$ cat config.mk
export PLATFORM = sky130hd
export DESIGN_NAME = note_len_counter
export DESIGN_NICKNAME = d
export VERILOG_FILES = /design/src/rtl/notelen_pkg.sv /design/src/rtl/notelen_rom.sv /design/src/rtl/notelen_core.sv /design/src/rtl/note_len_counter.sv
export SDC_FILE = /design/constraint.sdc
export NUM_CORES = 1
export LEC_CHECK = 0
export BUFFER_PORTS_ARGS = -buffer_cell sky130_fd_sc_hd__buf_2
export CORE_UTILIZATION = 25
export CTS_CLUSTER_SIZE = 14
export DETAILED_ROUTE_END_ITERATION = 8
export GPL_ROUTABILITY_DRIVEN = 0
export MAX_ROUTING_LAYER = met4
export SLEW_MARGIN = 20
export SYNTH_ARGS = -nofsm -noshare
export SYNTH_HDL_FRONTEND = slang
export SYNTH_SLANG_ARGS = --single-unit
$ cat constraint.sdc
create_clock -name clk -period 1.59 [get_ports clk]
set_input_delay 0.0795 -clock clk [delete_from_list [all_inputs] [get_ports clk]]
set_output_delay 0.0795 -clock clk [all_outputs]
set_load 0.03 [all_outputs]
$ cat src/rtl/notelen_pkg.sv
package notelen_pkg;

   localparam int NL_IDX_W = 5;
   localparam int NL_VAL_W = 8;
   localparam int NL_DEPTH = 1 << NL_IDX_W;

   // Duration for a table index, derived arithmetically.
   // Odd indices give index-1, except index 1, which gives 254.
   // Even indices form two rows of eight, selected by bit 4 with base 10 or 12.
   function automatic logic [NL_VAL_W-1:0] nl_duration(input logic [NL_IDX_W-1:0] idx);
      logic [NL_VAL_W-1:0] base;
      logic [2:0]          col;
      logic [NL_VAL_W-1:0] res;
      base = idx[4] ? 8'd12 : 8'd10;
      col  = idx[3:1];
      if (idx[0]) begin
         res = (idx == 5'd1) ? 8'd254 : {3'b000, idx} - 8'd1;
      end else begin
         case (col)
            3'd5:    res = idx[4] ? 8'd72 : 8'd60;
            3'd6:    res = idx[4] ? 8'd16 : 8'd14;
            3'd7:    res = idx[4] ? 8'd32 : 8'd26;
            default: res = base << col;
         endcase
      end
      return res;
   endfunction

endpackage

$ cat src/rtl/notelen_rom.sv
module notelen_rom
   import notelen_pkg::*;
#(
   parameter int IDX_W     = NL_IDX_W,
   parameter int VAL_W     = NL_VAL_W,
   parameter int ROM_STYLE = 0   // 0: explicit case mux, 1: arithmetic decode
) (
   input  logic [IDX_W-1:0] idx,
   output logic [VAL_W-1:0] dur
);

   if (IDX_W != NL_IDX_W) begin : g_bad_idx
      $error("notelen_rom: IDX_W must be %0d", NL_IDX_W);
   end
   if (VAL_W != NL_VAL_W) begin : g_bad_val
      $error("notelen_rom: VAL_W must be %0d", NL_VAL_W);
   end
   if (ROM_STYLE != 0 && ROM_STYLE != 1) begin : g_bad_style
      $error("notelen_rom: ROM_STYLE must be 0 or 1");
   end

   if (ROM_STYLE == 0) begin : g_case
      always_comb begin
         case (idx)
            5'd0:  dur = 8'd10;   5'd1:  dur = 8'd254;
            5'd2:  dur = 8'd20;   5'd3:  dur = 8'd2;
            5'd4:  dur = 8'd40;   5'd5:  dur = 8'd4;
            5'd6:  dur = 8'd80;   5'd7:  dur = 8'd6;
            5'd8:  dur = 8'd160;  5'd9:  dur = 8'd8;
            5'd10: dur = 8'd60;   5'd11: dur = 8'd10;
            5'd12: dur = 8'd14;   5'd13: dur = 8'd12;
            5'd14: dur = 8'd26;   5'd15: dur = 8'd14;
            5'd16: dur = 8'd12;   5'd17: dur = 8'd16;
            5'd18: dur = 8'd24;   5'd19: dur = 8'd18;
            5'd20: dur = 8'd48;   5'd21: dur = 8'd20;
            5'd22: dur = 8'd96;   5'd23: dur = 8'd22;
            5'd24: dur = 8'd192;  5'd25: dur = 8'd24;
            5'd26: dur = 8'd72;   5'd27: dur = 8'd26;
            5'd28: dur = 8'd16;   5'd29: dur = 8'd28;
            5'd30: dur = 8'd32;   default: dur = 8'd30;
         endcase
      end
   end else begin : g_arith
      always_comb dur = nl_duration(idx);
   end

endmodule

$ cat src/rtl/notelen_core.sv
module notelen_core #(
   parameter int VAL_W = 8
) (
   input  logic             clk,
   input  logic             rst_n,
   input  logic             chan_en,
   input  logic             halt,
   input  logic             load_stb,
   input  logic [VAL_W-1:0] load_val,
   input  logic             half_stb,
   output logic [VAL_W-1:0] cnt_q
);

   if (VAL_W < 1) begin : g_bad_w
      $error("notelen_core: VAL_W must be positive");
   end

   logic             can_dec;
   logic [VAL_W-1:0] cnt_d;

   assign can_dec = half_stb && !halt && (cnt_q != '0);

   always_comb begin
      cnt_d = cnt_q;
      if (!chan_en)      cnt_d = '0;
      else if (load_stb) cnt_d = load_val;
      else if (can_dec)  cnt_d = cnt_q - 1'b1;
   end

   always_ff @(posedge clk) begin
      if (!rst_n) cnt_q <= '0;
      else        cnt_q <= cnt_d;
   end

   AST_OFF_CLEARS: assert property (@(posedge clk) disable iff (!rst_n)
      !chan_en |=> cnt_q == '0);
   AST_LOAD_VALUE: assert property (@(posedge clk) disable iff (!rst_n)
      chan_en && load_stb |=> cnt_q == $past(load_val));
   AST_STEP_DOWN: assert property (@(posedge clk) disable iff (!rst_n)
      chan_en && !load_stb && half_stb && !halt && cnt_q != '0
      |=> cnt_q == $past(cnt_q) - 1'b1);
   AST_HALT_HOLD: assert property (@(posedge clk) disable iff (!rst_n)
      chan_en && !load_stb && halt |=> $stable(cnt_q));
   AST_ZERO_FLOOR: assert property (@(posedge clk) disable iff (!rst_n)
      !load_stb && cnt_q == '0 |=> cnt_q == '0);
   AST_IDLE_STABLE: assert property (@(posedge clk) disable iff (!rst_n)
      chan_en && !load_stb && !half_stb |=> $stable(cnt_q));

endmodule

$ cat src/rtl/note_len_counter.sv
module note_len_counter
   import notelen_pkg::*;
#(
   parameter int BYTE_W    = 8,
   parameter int IDX_LSB   = 3,
   parameter int ROM_STYLE = 0
) (
   input  logic              clk,
   input  logic              rst_n,
   input  logic              chan_en,
   input  logic              halt,
   input  logic              load_stb,
   input  logic [BYTE_W-1:0] load_byte,
   input  logic              half_stb,
   output logic              active,
   output logic [NL_VAL_W-1:0] count
);

   localparam int IDX_MSB = IDX_LSB + NL_IDX_W - 1;

   if (IDX_MSB >= BYTE_W) begin : g_bad_field
      $error("note_len_counter: index field does not fit in load byte");
   end

   logic [NL_IDX_W-1:0] tbl_idx;
   logic [NL_VAL_W-1:0] tbl_val;
   logic                unused_low;

   assign tbl_idx    = load_byte[IDX_MSB:IDX_LSB];
   assign unused_low = ^load_byte[IDX_LSB-1:0];   // low bits do not select

   notelen_rom #(
      .IDX_W     (NL_IDX_W),
      .VAL_W     (NL_VAL_W),
      .ROM_STYLE (ROM_STYLE)
   ) u_rom (
      .idx (tbl_idx),
      .dur (tbl_val)
   );

   notelen_core #(
      .VAL_W (NL_VAL_W)
   ) u_core (
      .clk      (clk),
      .rst_n    (rst_n),
      .chan_en  (chan_en),
      .halt     (halt),
      .load_stb (load_stb),
      .load_val (tbl_val),
      .half_stb (half_stb),
      .cnt_q    (count)
   );

   assign active = |count;

   AST_LOAD_TABLE: assert property (@(posedge clk) disable iff (!rst_n)
      chan_en && load_stb |=> count == nl_duration($past(tbl_idx)));
   AST_LOAD_BLOCKED: assert property (@(posedge clk) disable iff (!rst_n)
      !chan_en && load_stb |=> !active);
   AST_ACTIVE_MATCH: assert property (@(posedge clk) disable iff (!rst_n)
      active == (count != '0));

endmodule

# After elaboration in Yosys (flattened, before gate mapping)
# Memory sizes are Yosys's and may differ from the RTL's.
# Index checks and enable logic that the tools add are counted.
dict set report word_totals {
  romBits 224
  mem_bits_rw 0
  word_cells 12
  latch_bits 0
  memories 1
  output_inout_bits 9
  reg_bits 8
}
dict set report op_classes {
  mul 0
  n_mux 2
  n_div 0
  n_bitwise 0
  n_reduce_logical 7
  n_addsub 1
  order_cmp 0
  shift 0
  n_eq_ne 0
}
# memory words word_bits read_ports rd_ports_with_merged_regs write_ports line
set mem_list {}
lappend mem_list {{(no name shown)} 32 7 1 0 0 notelen_rom.sv:24} ;# case (idx)
# op n
set op_table {}
lappend op_table {{8-bit two-way mux} 2}
lappend op_table {{8-bit nonzero test} 1}
lappend op_table {{8-bit OR reduction} 1}
lappend op_table {{8-bit by 1-bit subtractor with 8-bit output (second input constant)} 1}
lappend op_table {{1-bit logical AND} 2}
lappend op_table {{2-bit AND reduction} 1}
lappend op_table {{2-bit nonzero test} 1}
lappend op_table {{1-bit logical NOT} 1}

# Depth between registers and ports, before layout
dict set report depth {
  word_depth 5
  mapped_depth 7
  ltp_nobuf 7
}

# Modules after synthesis
# Synthesis repeated with hierarchy kept, for this count alone.
dict set report unflattened {
  hier_cells 116
  hier_area_um2 948.4
}
# mod area_per_inst_um2 cells_each seq_area_each_um2 n_inst
set modules_own_cells {}
lappend modules_own_cells {notelen_core 526.8 59 160.2 1}
lappend modules_own_cells {notelen_rom 405.4 54 0.0 1}
lappend modules_own_cells {note_len_counter 16.3 3 0.0 1}

# Worst setup path after synthesis
# Ideal clock, no wire load.
dict set report synth_timing {
  path_type {register to register}
  startpoint {reg u_core.cnt_q[0]}
  endpoint {reg u_core.cnt_q[5]}
  path_buffers 0
  path_stages_with_launch 8
  setup_slack_ns -0.166
  arrival_ns 1.642
  setup_time_ns 0.114
  t_required_ns 1.476
  synth_period_minus_slack_ns 1.756
  cell_sequence {dfxtp_1 -> inv_1 -> ha_1 -> nor4b_4 -> nand2_1 -> a31oi_1 -> a211oi_1 -> a21o_1}
}
dict set report synth_between {
  elab_chain_cells 3
  elab_cells_between_ends 6
  classes_between {add/sub: 1; mux: 2; reduce/logical: 3}
}
# item line
set synth_lines {}
lappend synth_lines {{start, declared} notelen_core.sv:11} ;# output logic [VAL_W-1:0] cnt_q
lappend synth_lines {{start signal, assigned} notelen_core.sv:32} ;# else cnt_q <= cnt_d;
lappend synth_lines {{8-bit by 1-bit subtractor with 8-bit output / 8-bit nonzero test (equally long branches)} {notelen_core.sv:27, notelen_core.sv:21}}
lappend synth_lines {{8-bit two-way mux / 1-bit logical AND (equally long branches)} {notelen_core.sv:27, notelen_core.sv:21}}
lappend synth_lines {{8-bit two-way mux / 2-bit nonzero test (equally long branches)} --}
# Several ways; a longest one is shown, not always the timed one. The select of a mux whose other input is x is not followed.
# A chain may end at the register's enable or synchronous reset.

# Final worst setup path
dict set report layout_timing {
  startpoint {reg u_core.cnt_q[1]}
  endpoint {reg u_core.cnt_q[2]}
}
# The elaborated chain is that of the path after synthesis.

==> summary.txt <==
GRT
  • Largest net degree at the start of global routing: 17
  • Initial antenna violation count: 0
  • Total track usage: 14.6%
  • Overflow after GRT: 0
  • Vias in the first global route: 899
  • First-pass GRT wire length: 3730 microns

Synth
  • Sequential share of the synthesized area: 19.3%
  • Top cell type by total area after synthesis: dfxtp_1
  • Post-Syn Nets: 127
  • Synth top area cells: dfxtp_1, ha_1, mux2i_1, nor3_1, a21oi_1
  • Gate Count Post-Synth: 106
  • Post-Syn Area: 830 sq um
  • Seq cells post-synth: 8
  • Share of the synthesized area in the top cell type: 19.3%
  • Synth Warn #: 0
  • Cell variety after synth: 39
  • Mapped Avg Cell Area: 7.83 sq um

Layout
  • Cell Count, Final, Fillers Out: 179
  • Nets: 158
  • Ant. Diodes: 0
  • Final instance area: 1130 sq um
  • Highest-count cells in the layout ignoring fill and taps: buf_2, buf_4, nor2_1
  • Biggest regs: u_core.cnt_q x8
  • Layout cells sized above 1: 36.3%
  • Area grow syn2layout: 36.8%
  • Biggest register: u_core.cnt_q
  • Max FFs per register: 8
  • Final core utilization: 36.6%
  • Commonest non-fill, non-tap cell in the layout: buf_2

STA
  • RSZ-0062 raised after global routing: true
  • Fmax: 641 MHz
  • Setup TNS: 0 ps
  • Crit path time final: 1560 ps
  • Final Hold Violating Endpoints: 0
  • Clock Skew: 3.86 ps
  • Final Max Slew Viols: 0
  • Slew HR: 75.0%
  • Final period util: 98.1%
  • Endpoints failing setup: 0
  • Hold Worst Slack: 211 ps
  • Slew @ Worst Pin: 374 ps

Worst setup path
  • WP depth: 8
  • Worst Setup SP: u_core.cnt_q[1]$_SDFFE_PN0P_
  • CP max FO: 4
  • Worst path bufs/invs: 3
  • R2R depth: 8
  • Crit start category: flop
  • Critical Path RT: 1730 ps
  • Critical-path top delay cell: dfxtp_2
  • Data arrival time of the worst path: 1700 ps
  • Critical R2R Launch: u_core.cnt_q[1]$_SDFFE_PN0P_
  • Slowest stage delay, CP: 320 ps
  • Crit path kind: flop to flop
  • CP top delay family: buffers and inverters
  • Crit end category: flop
  • Flop2flop setup slack: 30 ps
  • CP cell instances: inv_2, ha_4, nor4b_4, buf_4, a21oi_4, buf_6, a221oi_1, nor3_1

Die
  • Ports: 23
  • Die ar.: 3550 sq um
  • Std-Cell Rows: 20
  • Starting Density: 26.7%
  • Width of the die: 59.6 microns
  • Chip height: 59.6 microns
  • Core Footprint: 3100 sq um

Worst hold path
  • Hold Path Depth: 2
  • Min-delay src: load_stb
  • Hold Crit Class: primary input to flop

Routing
  • Initial DRC Count: 14
  • Routed Wire Length: 2330 microns
  • Vias per cell: 5.15
  • Routed Antenna Nets: 0
  • Pre-Repair DR Iteration Count: 4
  • Wirelength per Cell: 13.0 microns
  • DRC: 0
  • Routed vias: 922

Clock network
  • Clock slew at reported path FFs: 60 ps
  • # H-tree levels: 1
  • CTS tree: yes
  • Root buf cell: clkbuf_4
  • Clk buf depth: 2
  • Total CTS buffers: 3
  • CTS Sinks: 8
  • Clock latency on the worst-skew pair: 260 ps
  • CTS hold repair buffers: 0

Placement
  • Area post-placement: 1010 sq um
  • Hpwl dp: 1710 microns
  • PortBufs: 19
  • Placed cell count: 172

Pwr
  • Lkg Pwr: 0.507 nW
  • Peak supply drop: 0.000322 V
  • Power density cells: 587 nW/um^2

Outcome
  • Status: complete, no violations

Flow run
  • Number of max-cap violations: 0
[metal layers]
metal	routed length, microns	vias up	share of wire, %	global-route usage (%)
met5	0	-	0	-
met1	1020	442	44	15.5
li1	-	451	-	-
met2	1170	23	50	24.4
met4	44	0	1.9	6.31
met3	94	6	4.0	5.02
[power breakdown]
group | internal (W) | total (W) | switching, W | leakage, nW
combinational | 0.000127 | 0.000287 | 0.000160 | 0.427
sequential | 0.000209 | 0.000218 | 0.00000873 | 0.0661
clock | 0.0000868 | 0.000162 | 0.0000748 | 0.0138
[path summary, 6_finish.rpt]
check | end
worst max-delay path | u_core.cnt_q[2]$_SDFFE_PN0P_
worst min-delay path | u_core.cnt_q[0]$_SDFFE_PN0P_
worst max register to register | u_core.cnt_q[2]$_SDFFE_PN0P_
worst min register to register | u_core.cnt_q[5]$_SDFFE_PN0P_
[cell families after synthesis]
group	after synthesis	share of synthesized area (%)
XOR/XNOR	2	2.11
adder cells (fa/ha/maj)	7	10.6
multiplexers	6	7.24
AO/OA/AOI/OAI	33	28.1
buffers and inverters	11	6.03
flip-flops	8	19.3
AND/OR/NAND/NOR	39	26.7
[metrics by stage]
stage / power [W] / setup slack (ps)
global placement: 0.000453 / 68.2
global route: 0.000708 / -55.8
finish: 0.000667 / 29.9
CTS: 0.000637 / 3.56
detailed placement: 0.000461 / 3.17
floorplan: 0.000386 / -12.1
[cells in the mapped netlist]
cell and count:
buf_4 2, nand4b_1 1, o221ai_1 1, a221o_1 1
a21oi_1 8, nor4b_4 1, o211ai_1 2, o21a_1 1
nor3b_2 1, o221a_2 1, nor2b_1 4, o31ai_1 1
nand2_1 7, nor3b_1 1, xnor2_1 1, o21ai_0 3
nor3_1 9, xor2_1 1, a21boi_0 2, a211oi_1 2
a31oi_1 2, mux2i_1 6, a22oi_1 2, a21oi_2 1
clkbuf_1 1, and2b_1 1, a221oi_1 1, nand2b_1 3
buf_2 1, dfxtp_1 8, o2111ai_1 1, nand3b_1 1
a311oi_1 1, inv_1 7, o211a_1 1, nand3_1 1
ha_1 7, a21o_1 2, nor2_1 9
[area by class of cell]
class | count | area, sq um
Multi-Input combinational cell | 87 | 681
Timing Repair Buffer | 30 | 188
Tap cell | 44 | 55.1
Clock buffer | 3 | 22.5
Inverter | 7 | 26.3
Sequential cell | 8 | 163
Fill cell | 351 | 1970
[what timing repair did]
action                                  in CTS  in global routing
gates resized for setup                      1                 15
setup buffers                                1                  3
pin swaps                                    0                  6
endpoints found under the setup margin       3                  8
(Power assumes the default switching activity.)
